===== src/rtl/tw_bus_pkg.sv =====
package tw_bus_pkg;

   typedef enum logic [2:0] {
      ST_IDLE  = 3'd0,
      ST_ADDR  = 3'd1,
      ST_DATA  = 3'd2,
      ST_SKIP  = 3'd3,
      ST_CLOSE = 3'd4
   } tw_state_e;

endpackage


===== src/rtl/tw_sync.sv =====
module tw_sync #(
   parameter int unsigned WIDTH  = 3,
   parameter int unsigned STAGES = 2
) (
   input  logic             clk,
   input  logic             rst_n,
   input  logic [WIDTH-1:0] d_i,
   output logic [WIDTH-1:0] q_o
);

   logic [WIDTH-1:0] chain [STAGES];

   for (genvar s = 0; s < STAGES; s++) begin : g_stage
      always_ff @(posedge clk or negedge rst_n) begin
         if (!rst_n) chain[s] <= '1;
         else if (s == 0) chain[s] <= d_i;
         else chain[s] <= chain[(s == 0) ? 0 : s - 1];
      end
   end

   assign q_o = chain[STAGES-1];

endmodule


===== src/rtl/tw_addr_decode.sv =====
module tw_addr_decode #(
   parameter int unsigned ADDR_W      = 8,
   parameter int unsigned NUM_REGS    = 4,
   parameter int unsigned NARROW_REGS = 2,
   parameter int unsigned DEV_TAG     = 22
) (
   input  logic [ADDR_W-1:0]           addr_i,
   output logic                        hit_o,
   output logic                        rd_o,
   output logic                        wide_o,
   output logic [$clog2(NUM_REGS)-1:0] idx_o
);

   localparam int unsigned IDX_W = $clog2(NUM_REGS);
   localparam int unsigned TAG_W = ADDR_W - IDX_W - 1;
   localparam logic [TAG_W-1:0] TAG_L    = TAG_W'(DEV_TAG);
   localparam logic [IDX_W:0]   NARROW_L = (IDX_W + 1)'(NARROW_REGS);

   always_comb begin
      rd_o   = addr_i[0];
      idx_o  = addr_i[IDX_W:1];
      hit_o  = (addr_i[ADDR_W-1 -: TAG_W] == TAG_L);
      wide_o = ({1'b0, idx_o} >= NARROW_L);
   end

endmodule


===== src/rtl/tw_reg_bank.sv =====
module tw_reg_bank #(
   parameter int unsigned NUM_REGS    = 4,
   parameter int unsigned NARROW_REGS = 2,
   parameter int unsigned DATA_W      = 16,
   parameter int unsigned NARROW_W    = 8
) (
   input  logic                          clk,
   input  logic                          rst_n,
   input  logic                          we_i,
   input  logic [$clog2(NUM_REGS)-1:0]   widx_i,
   input  logic [DATA_W-1:0]             wdata_i,
   input  logic [$clog2(NUM_REGS)-1:0]   ridx_i,
   output logic [DATA_W-1:0]             rdata_o,
   output logic [NUM_REGS*DATA_W-1:0]    regs_o
);

   localparam int unsigned IDX_W = $clog2(NUM_REGS);

   logic [DATA_W-1:0] words [NUM_REGS];

   for (genvar g = 0; g < NUM_REGS; g++) begin : g_reg
      if (g < NARROW_REGS) begin : g_narrow
         logic [NARROW_W-1:0] q;
         always_ff @(posedge clk or negedge rst_n) begin
            if (!rst_n) q <= '0;
            else if (we_i && widx_i == IDX_W'(g)) q <= wdata_i[NARROW_W-1:0];
         end
         assign words[g] = {{(DATA_W-NARROW_W){1'b0}}, q};
      end else begin : g_wide
         logic [DATA_W-1:0] q;
         always_ff @(posedge clk or negedge rst_n) begin
            if (!rst_n) q <= '0;
            else if (we_i && widx_i == IDX_W'(g)) q <= wdata_i;
         end
         assign words[g] = q;
      end
      assign regs_o[g*DATA_W +: DATA_W] = words[g];
   end

   assign rdata_o = words[ridx_i];

endmodule


===== src/rtl/tw_slave.sv =====
module tw_slave #(
   parameter int unsigned ADDR_W      = 8,
   parameter int unsigned DATA_W      = 16,
   parameter int unsigned NARROW_W    = 8,
   parameter int unsigned NUM_REGS    = 4,
   parameter int unsigned NARROW_REGS = 2,
   parameter int unsigned DEV_TAG     = 22,
   parameter int unsigned SYNC_STAGES = 2
) (
   input  logic                       clk,
   input  logic                       rst_n,
   input  logic                       ident_i,
   input  logic                       sclk_i,
   input  logic                       sdat_i,
   output logic                       sdat_pull_o,
   output logic [NUM_REGS*DATA_W-1:0] regs_o
);
   import tw_bus_pkg::*;

   localparam int unsigned IDX_W   = $clog2(NUM_REGS);
   localparam int unsigned MAX_LEN = (ADDR_W > DATA_W) ? ADDR_W : DATA_W;
   localparam int unsigned CNT_W   = $clog2(MAX_LEN + 2);
   localparam logic [CNT_W-1:0] ADDR_CNT = CNT_W'(ADDR_W);
   localparam logic [CNT_W-1:0] NAR_CNT  = CNT_W'(NARROW_W);
   localparam logic [CNT_W-1:0] WIDE_CNT = CNT_W'(DATA_W);
   localparam logic [CNT_W-1:0] CNT_MAX  = '1;

   // elaboration-time parameter checks
   if (SYNC_STAGES < 2) begin : g_bad_sync
      $error("tw_slave: SYNC_STAGES must be at least 2");
   end
   if (NUM_REGS < 2 || (1 << IDX_W) != NUM_REGS) begin : g_bad_regs
      $error("tw_slave: NUM_REGS must be a power of two, at least 2");
   end
   if (NARROW_REGS > NUM_REGS || NARROW_W > DATA_W) begin : g_bad_narrow
      $error("tw_slave: narrow register settings out of range");
   end
   if (ADDR_W <= IDX_W + 1) begin : g_bad_addr
      $error("tw_slave: ADDR_W leaves no room for a device tag");
   end

   // line synchronisers and edge detection
   logic [2:0] raw_lines, sync_lines;
   logic       id_lvl, ck_lvl, sd_lvl, id_prev, ck_prev;
   logic       id_rise, id_fall, ck_rise, ck_fall;

   assign raw_lines = {ident_i, sclk_i, sdat_i};

   tw_sync #(.WIDTH(3), .STAGES(SYNC_STAGES)) u_sync (
      .clk   (clk),
      .rst_n (rst_n),
      .d_i   (raw_lines),
      .q_o   (sync_lines)
   );

   assign {id_lvl, ck_lvl, sd_lvl} = sync_lines;

   always_ff @(posedge clk or negedge rst_n) begin
      if (!rst_n) begin
         id_prev <= 1'b1;
         ck_prev <= 1'b1;
      end else begin
         id_prev <= id_lvl;
         ck_prev <= ck_lvl;
      end
   end

   assign id_rise = id_lvl & ~id_prev;
   assign id_fall = ~id_lvl & id_prev;
   assign ck_rise = ck_lvl & ~ck_prev;
   assign ck_fall = ~ck_lvl & ck_prev;

   // transfer state
   tw_state_e         st;
   logic [CNT_W-1:0]  cnt, cnt_inc, width_now;
   logic [ADDR_W-1:0] ash;
   logic [DATA_W-1:0] wsh, rsh, bank_rdata, commit_data;
   logic              cur_rd, cur_wide, commit_en, addr_ok;
   logic [IDX_W-1:0]  cur_idx, dec_idx;
   logic              dec_hit, dec_rd, dec_wide;

   tw_addr_decode #(
      .ADDR_W      (ADDR_W),
      .NUM_REGS    (NUM_REGS),
      .NARROW_REGS (NARROW_REGS),
      .DEV_TAG     (DEV_TAG)
   ) u_dec (
      .addr_i (ash),
      .hit_o  (dec_hit),
      .rd_o   (dec_rd),
      .wide_o (dec_wide),
      .idx_o  (dec_idx)
   );

   assign addr_ok   = dec_hit && (cnt == ADDR_CNT);
   assign cnt_inc   = (cnt == CNT_MAX) ? cnt : cnt + 1'b1;
   assign width_now = cur_wide ? WIDE_CNT : NAR_CNT;

   always_ff @(posedge clk or negedge rst_n) begin
      if (!rst_n) begin
         st       <= ST_IDLE;
         cnt      <= '0;
         ash      <= '0;
         wsh      <= '0;
         rsh      <= '0;
         cur_rd   <= 1'b0;
         cur_wide <= 1'b0;
         cur_idx  <= '0;
      end else begin
         case (st)
            ST_IDLE: begin
               if (id_fall) begin
                  st  <= ST_ADDR;
                  cnt <= '0;
               end
            end
            ST_ADDR: begin
               if (id_rise) begin
                  if (addr_ok) begin
                     st       <= ST_DATA;
                     cnt      <= '0;
                     cur_rd   <= dec_rd;
                     cur_wide <= dec_wide;
                     cur_idx  <= dec_idx;
                     rsh      <= bank_rdata;
                     wsh      <= '0;
                  end else begin
                     st <= ST_SKIP;
                  end
               end else if (ck_rise) begin
                  ash <= {sd_lvl, ash[ADDR_W-1:1]};
                  cnt <= cnt_inc;
               end
            end
            ST_DATA: begin
               if (id_fall) begin
                  st <= ST_CLOSE;
               end else if (ck_rise && cnt < width_now) begin
                  cnt <= cnt + 1'b1;
                  if (!cur_rd) wsh <= {sd_lvl, wsh[DATA_W-1:1]};
               end else if (ck_fall && cur_rd && cnt != '0 && cnt < width_now) begin
                  rsh <= {1'b0, rsh[DATA_W-1:1]};
               end
            end
            ST_SKIP: begin
               if (id_fall) st <= ST_CLOSE;
            end
            ST_CLOSE: begin
               if (id_rise) st <= ST_IDLE;
            end
            default: st <= ST_IDLE;
         endcase
      end
   end

   assign commit_en   = (st == ST_DATA) && id_fall && !cur_rd && (cnt == width_now);
   assign commit_data = cur_wide ? wsh
                                 : {{(DATA_W-NARROW_W){1'b0}}, wsh[DATA_W-1 -: NARROW_W]};
   assign sdat_pull_o = (st == ST_DATA) && cur_rd && (cnt < width_now) && !rsh[0];

   tw_reg_bank #(
      .NUM_REGS    (NUM_REGS),
      .NARROW_REGS (NARROW_REGS),
      .DATA_W      (DATA_W),
      .NARROW_W    (NARROW_W)
   ) u_bank (
      .clk     (clk),
      .rst_n   (rst_n),
      .we_i    (commit_en),
      .widx_i  (cur_idx),
      .wdata_i (commit_data),
      .ridx_i  (dec_idx),
      .rdata_o (bank_rdata),
      .regs_o  (regs_o)
   );

endmodule


===== config.mk =====
export PLATFORM = sky130hd
export DESIGN_NAME = tw_slave
export DESIGN_NICKNAME = d
export VERILOG_FILES = /design/src/rtl/tw_bus_pkg.sv /design/src/rtl/tw_sync.sv /design/src/rtl/tw_addr_decode.sv /design/src/rtl/tw_reg_bank.sv /design/src/rtl/tw_slave.sv
export SDC_FILE = /design/constraint.sdc
export NUM_CORES = 1
export LEC_CHECK = 0
export ABC_AREA = 1
export BUFFER_PORTS_ARGS = -buffer_cell sky130_fd_sc_hd__buf_4
export CORE_UTILIZATION = 50
export CTS_BUF_LIST = sky130_fd_sc_hd__clkbuf_8 sky130_fd_sc_hd__clkbuf_16
export DETAILED_ROUTE_END_ITERATION = 8
export PLACE_DENSITY = 0.85
export SLEW_MARGIN = 10
export SYNTH_ARGS = -nofsm -noshare
export SYNTH_HDL_FRONTEND = slang
export SYNTH_SLANG_ARGS = --single-unit

===== constraint.sdc =====
create_clock -name clk -period 2.2 [get_ports clk]
set_input_delay 0.11 -clock clk [delete_from_list [all_inputs] [get_ports clk]]
set_output_delay 0.11 -clock clk [all_outputs]
set_load 0.01 [all_outputs]

# [Word-level counts from Yosys, hierarchy flattened]
# Cells that the tools add are included.
[totals] register_bits=108 elab_cells=114
[op_classes] reduce_logical=29 mux=31 n_lt_le_gt_ge=3 addsub=1 eq_ne=24 bitwise=10
[ops] operator="two-way mux 16 bit" count=13
[ops] operator="case mux 16 bit (2 select lines)" count=2
[ops] operator="two-way mux 5 bit" count=8
[ops] operator="binary-select mux 16 bit (select 2 bit)" count=1
[ops] operator="inequality test 2 bit (second input constant)" count=9
[ops] operator="logical AND 1 bit" count=15
[ops] operator="case mux 5 bit (3 select lines)" count=1
[ops] operator="two-way mux 3 bit" count=4
[ops] operator="case mux 3 bit (4 select lines)" count=1
[ops] operator="AND reduction 6 bit" count=2
[ops] operator="== test 5 bit (second input constant)" count=2
[ops] operator="inequality test 3 bit (second input constant)" count=3
[ops] operator="AND reduction 7 bit" count=1
[ops] operator="== test 3 x 2 -> 1 bit (second input constant)" count=2
[ops] operator="AND reduction 3 bit" count=2
[ops] operator="adder 5 x 1 -> 5 bit (second input constant)" count=1
[ops] operator="== test 5 x 4 -> 1 bit (second input constant)" count=1
[ops] operator="== test 5 bit" count=1
[ops] operator="< comparator 5 bit" count=1
[ops] operator="NOT 1 bit" count=5
[ops] operator="nonzero test 5 bit" count=1
[ops] operator="AND 1 bit" count=4
[ops] operator="== test 2 bit (second input constant)" count=2
[ops] operator="AND reduction 4 bit" count=1
[ops] operator="14 further kinds" count=15

# [Depth between registers and ports, before layout]
[logic_depth] word_depth=9 depth_mapped=14 mapped_depth_nobuf=12

# [Hierarchy]
# Synthesis repeated with hierarchy kept, for this count alone.
[hier_totals] cells_unflattened=780 hier_area_um2=5795.6
[by_module_without_submodules] module="tw_slave" instances=1 area_each_um2=2934.1 cells_per_inst=414
[by_module_without_submodules] module="tw_reg_bank" instances=1 area_each_um2=2627.5 cells_per_inst=348
[by_module_without_submodules] module="tw_sync" instances=1 area_each_um2=180.2 cells_per_inst=9
[by_module_without_submodules] module="tw_addr_decode" instances=1 area_each_um2=53.8 cells_per_inst=9

# [Least setup slack after synthesis]
# OpenSTA, ideal clock, no wires.
[synth_path] path_kind="flip-flop to flip-flop" start="register cur_wide" end="register rsh[10]" period_less_slack_ps=2175 arrival_ps=2058 setup_slack_ps=25 n_path_buf=3 required_time_ps=2084 stages_incl_launch_ff=12 setup_ps=116 cell_sequence="dfrtp_1 > buf_2 > clkbuf_1 > inv_1 > ha_1 > a21oi_1 > nand3_1 > a21oi_4 > nand2_4 > buf_6 > nand2_1 > nand2_1"
[synth_between] elab_chain_len=5
[synth_rtl] element="start, declared" line="tw_slave.sv:78" rtl="logic cur_rd, cur_wide, commit_en, addr_ok;"
[synth_rtl] element="start signal, assigned" line="tw_slave.sv:123" rtl="cur_wide <= dec_wide;"
[synth_rtl] element="two-way mux 5 bit (*)" line="tw_slave.sv:97" rtl="assign width_now = cur_wide ? WIDE_CNT : NAR_CNT;"
[synth_rtl] element="< comparator 5 bit (*)" line="tw_slave.sv:138, tw_slave.sv:141"
[synth_rtl] element="logical AND 1 bit, on equally long branches" line="tw_slave.sv:141, tw_slave.sv:138"
[synth_rtl] element="inequality test 2 bit (no line)"
[synth_rtl] element="AND reduction 6 bit (no line) (*)"
[synth_rtl] element="end signal, assigned" line="tw_slave.sv:125" rtl="rsh <= bank_rdata;"
[synth_rtl] element="end signal, assigned" line="tw_slave.sv:142" rtl="rsh <= {1'b0, rsh[DATA_W-1:1]};"
[synth_rtl] element="end, declared" line="tw_slave.sv:77" rtl="logic [DATA_W-1:0] wsh, rsh, bank_rdata, commit_data;"
# Mark *: on every way between the ends. The rest lies on a longest branch, timed or not.
# A chain may end at the register's enable or synchronous reset.

# [Worst setup path in the final report]
[layout_path] start="register cnt[0]" end="register u_bank.g_reg[0].g_narrow.q[2]"
[layout_between] elab_chain_len=3
[layout_rtl] element="start, declared" line="tw_slave.sv:75" rtl="logic [CNT_W-1:0] cnt, cnt_inc, width_now;"
[layout_rtl] element="start signal, assigned" line="tw_slave.sv:132" rtl="cnt <= cnt_inc;"
[layout_rtl] element="start signal, assigned" line="tw_slave.sv:139" rtl="cnt <= cnt + 1'b1;"
[layout_rtl] element="== test 5 bit" line="tw_slave.sv:156" rtl="assign commit_en = (st == ST_DATA) && id_fall && !cur_rd && (cnt == width_now);"
[layout_rtl] element="logical AND 1 bit" line="tw_slave.sv:156"
[layout_rtl] element="logical AND 1 bit" line="tw_reg_bank.sv:26" rtl="else if (we_i && widx_i == IDX_W'(g)) q <= wdata_i[NARROW_W-1:0];"
[layout_rtl] element="end signal, assigned" line="tw_reg_bank.sv:26"
[layout_rtl] element="end, declared" line="tw_reg_bank.sv:23" rtl="logic [NARROW_W-1:0] q;"
# No other way between the ends.

==> impl_metrics.py <==
metrics = {
    "logic_synthesis": {
        "synth_top_area_cell": "dfrtp_1",
        "synth-seq-area-share_pct": 52.1,
        "synth_edf_count": 0,
        "synthTopCellsByCount": "nand2_1, dfrtp_1, nand3_1, o21ai_1, nor2_1",
        "yosys_most_used_dff": "dfrtp_1",
        "ys_warn_count": 0,
        "synth_top_family_by_area": "simple AND/OR/NAND/NOR gates",
        "synth.avg_cell_area_um2": 8.49,
        "muxShareOfSynthArea_pct": 1.54,
        "synth_compound_area_share_pct": 9.32,
        "synth_cells": 614,
        "synth_most_common_cell": "nand2_1",
        "synth_adder_area_share_pct": 1.20,
        "synth-xor-area-share_pct": 0.336,
        "yosys.area_share.simple_pct": 28.4,
        "synth_area_leaders": "dfrtp_1, nand2_1, nand3_1, dfstp_2, o21ai_1",
        "async_flop_share_pct": 100,
        "synth.top_cell.area_share_pct": 48.0,
        "ys_seq_elements": 108,
        "yosysUniqueCellTypes": 33,
        "syn_area_um2": 5210,
    },
    "power_and_ir_drop": {
        "vdd_ir_drop_max_uv": 457,
        "switching_share_pct": 40.3,
        "p_per_area_nw_per_um2": 940,
        "switchingPower_mw": 2.24,
        "power.total_mw": 5.55,
        "intPower_mw": 3.31,
        "seq_power_share_pct": 44.4,
        "leakagePower_nw": 2.92,
        "pwr-share-clk_pct": 23.0,
        "p_comb_share_pct": 32.5,
    },
    "worst_setup_path": {
        "cp_slowest_cell": "dfrtp_1",
        "arrival_ns": 2.32,
        "end_kind": "flip-flop",
        "cp_slowest_stage_delay_ns": 0.44,
        "required_ns": 2.46,
        "crit_top_cell": "inv_1",
        "worstPathMaxFanout": 16,
        "r2r_cells": 9,
        "critPathKind": "flip-flop to flip-flop",
        "path_cells": "inv_1 -> ha_1 -> inv_1 -> nor2_1 -> nand4_1 -> nor2_4 -> nand3_2 -> nand2_1 -> o21ai_2",
        "startpoint_type": "flip-flop",
        "r2r_slack_ns": 0.14,
    },
    "floorplanning": {
        "core_area_um2": 9950,
        "die_h_um": 104,
        "fp.dieArea_um2": 10800,
        "io_pins": 70,
        "die_x_um": 104,
        "rows": 36,
        "initial_core_util_pct": 52.4,
    },
    "finish": {
        "drive_gt1_share_pct": 19.1,
        "fin_area_um2": 5910,
        "syn2layout_area_growth_pct": 13.4,
        "n_fill_cell": 832,
        "nNetsFinal": 676,
        "diodes": 0,
    },
    "route": {
        "drt_iter0_drc": 347,
        "vias_per_cell": 5.50,
        "ant_nets": 0,
        "wl_um": 12400,
        "vias": 4424,
        "post_drt_wl_per_cell_um": 15.4,
        "firstDrtPassIters": 6,
        "drc": 0,
    },
    "clocking": {
        "clk_pin_slew_ns": 0.11,
        "cts_buffers": 9,
        "htreeDepth": 3,
        "cts_sinks": 108,
        "cts_tree": "done",
        "postCtsSetupBuffers": 0,
        "worstSkewPairLatency_ns": 0.39,
        "cts_buffer_depth": 2,
        "cts-root-buf": "clkbuf_8",
    },
    "global_routing": {
        "grt_pass1_wl_um": 20500,
        "grt_pass1_vias": 4174,
        "grt_max_degree": 61,
        "grt.overflow.total": 0,
        "antenna_found_initial": 0,
        "grt_usage_pct": 23.7,
    },
    "timing": {
        "fin_crit_sh_pct": 93.6,
        "period_minus_slack_ns": 2.06,
        "tightest_slew_ns": 0.714,
        "max-slew-margin-rel_pct": 51.0,
        "setup_viol": 0,
        "rsz0062_at_grt": "false",
        "final-hold-violation-count": 0,
        "final.setup_skew_ns": 0.0122,
        "fmax_mhz": 485,
        "finalMaxSlewViolations": 0,
        "fin_setup_tns_ns": 0,
    },
    "status": {
        "status": "finished clean",
    },
    "placed_design": {
        "placed_area_um2": 5650,
        "gp_congestion": 0.870,
        "portBuffers": 53,
        "dp_hpwl_um": 8680,
    },
    "job": {
        "maxCapViolations": 0,
    },
    "worst_hold_path": {
        "hold_class": "primary input to asynchronous set/reset pin",
    },
}
[routing by layer]
layer / GRT usage, % / share of wire, % / vias to the layer above / wire length [um]
li1: - / - / 2067 / -
met1: 32.0 / 43 / 2143 / 5380
met2: 38.0 / 48 / 174 / 5940
met3: 3.07 / 5.7 / 40 / 703
met4: 11.1 / 2.9 / 0 / 355
met5: 0 / 0 / - / 0
[layout by cell type (no fill, tap or decap), types with 3 or more instances in the layout]
master	netlist	layout
nand2_1	221	221
dfrtp_1	100	100
nand3_1	65	65
buf_4	19	62
o21ai_1	40	40
nor2_1	24	24
inv_1	23	23
o21ai_0	23	23
conb_1	1	16
o21ai_2	14	14
clkbuf_8	0	9
mux2i_1	8	8
dfstp_2	8	8
or2_2	7	7
a21oi_1	5	5
ha_1	5	5
inv_2	4	4
nand3_2	5	4
nand2_4	4	4
dlygate4sd3_1	0	4
nand2_2	3	3
nand4_1	3	3
inv_6	0	3
[worst paths after layout]
| check | startpoint | to |
|---|---|---|
| max | cnt[0] | u_bank.g_reg[0].g_narrow.q[2] |
| min | rst_n | cnt[3] |
| max reg2reg | cnt[0] | u_bank.g_reg[0].g_narrow.q[2] |
| min reg2reg | u_sync.chain[3] | u_sync.q_o[0] |
| max in group asynchronous | rst_n | wsh[1] |
| min in group clk | u_sync.chain[3] | u_sync.q_o[0] |
[worst max-delay path: cells and delay by family, from the launching register on]
kind	cells	cell delay (ns)
AO/OA/AOI/OAI	1	0.07
adder cells (fa/ha/maj)	1	0.15
buffers and inverters	2	0.12
flip-flops	1	0.44
AND/OR/NAND/NOR	5	1.14
[power by group through the flow]
stage	clock network, mW	logic (mW)	registers [mW]
finish	1.28	1.81	2.47
global route	1.35	2.01	2.50
CTS	1.28	1.78	2.46
detailed placement	0	1.77	2.49
global placement	0	1.70	2.48
floorplan	0	1.38	2.43
[per-stage QoR]
step | util (%) | hold slack [ns] | cells | setup slack, ns
final | 59.4 | 0.275 | 804 | 0.140
after floorplan | - | -0.186 | 629 | 0.0251
after detailed placement | 56.8 | 0.166 | 784 | 0.246
after global placement | 56.8 | 0.157 | 784 | 0.335
after global routing | 59.4 | 0.333 | 804 | 0.00431
after CTS | 59.3 | 0.304 | 804 | 0.196
[cells by family (layout without fill, tap and decap cells)]
| family | count (synthesis) | in the layout |
|---|---|---|
| and+or+nand+nor | 337 | 337 |
| DFF | 108 | 108 |
| AOI/OAI and AO/OA | 84 | 84 |
| buffers and inverters | 69 | 111 |
| muxes | 8 | 8 |
| adders and majority gates | 5 | 5 |
| xor gates and xnor gates | 2 | 2 |
| other | 1 | 16 |
[area by class of cell]
| type | instances | area (um2) | share of cell area (%) |
|---|---|---|---|
| clock buffers | 9 | 124 | 2.10 |
| clock inverters | 7 | 85.1 | 1.44 |
| multi-input cells | 452 | 2190 | 37.1 |
| flip-flops and latches | 108 | 2710 | 45.9 |
| inverters | 28 | 105 | 1.78 |
| well taps | 133 | 166 | 2.82 |
| repair buffers | 67 | 526 | 8.89 |
[repair_timing]
action,4_1_cts,5_1_grt
endpoints found under the hold margin,46,0
hold buffers,4,0
gates resized for setup,0,1
setup endpoints to repair,0,2
[registers in the layout, summed over array words and instances (netlist names)]
signal,count
u_bank.g.g_wide.q,32
ash,8
u_sync.q_o,3
cur_rd,1
wsh,16
rsh,16
cnt,5
id_prev,1
cur_idx,2
u_bank.g.g_narrow.q,16
cur_wide,1
ck_prev,1
u_sync.chain,3
st,3
Note: power is estimated with default switching activity, not from simulation.
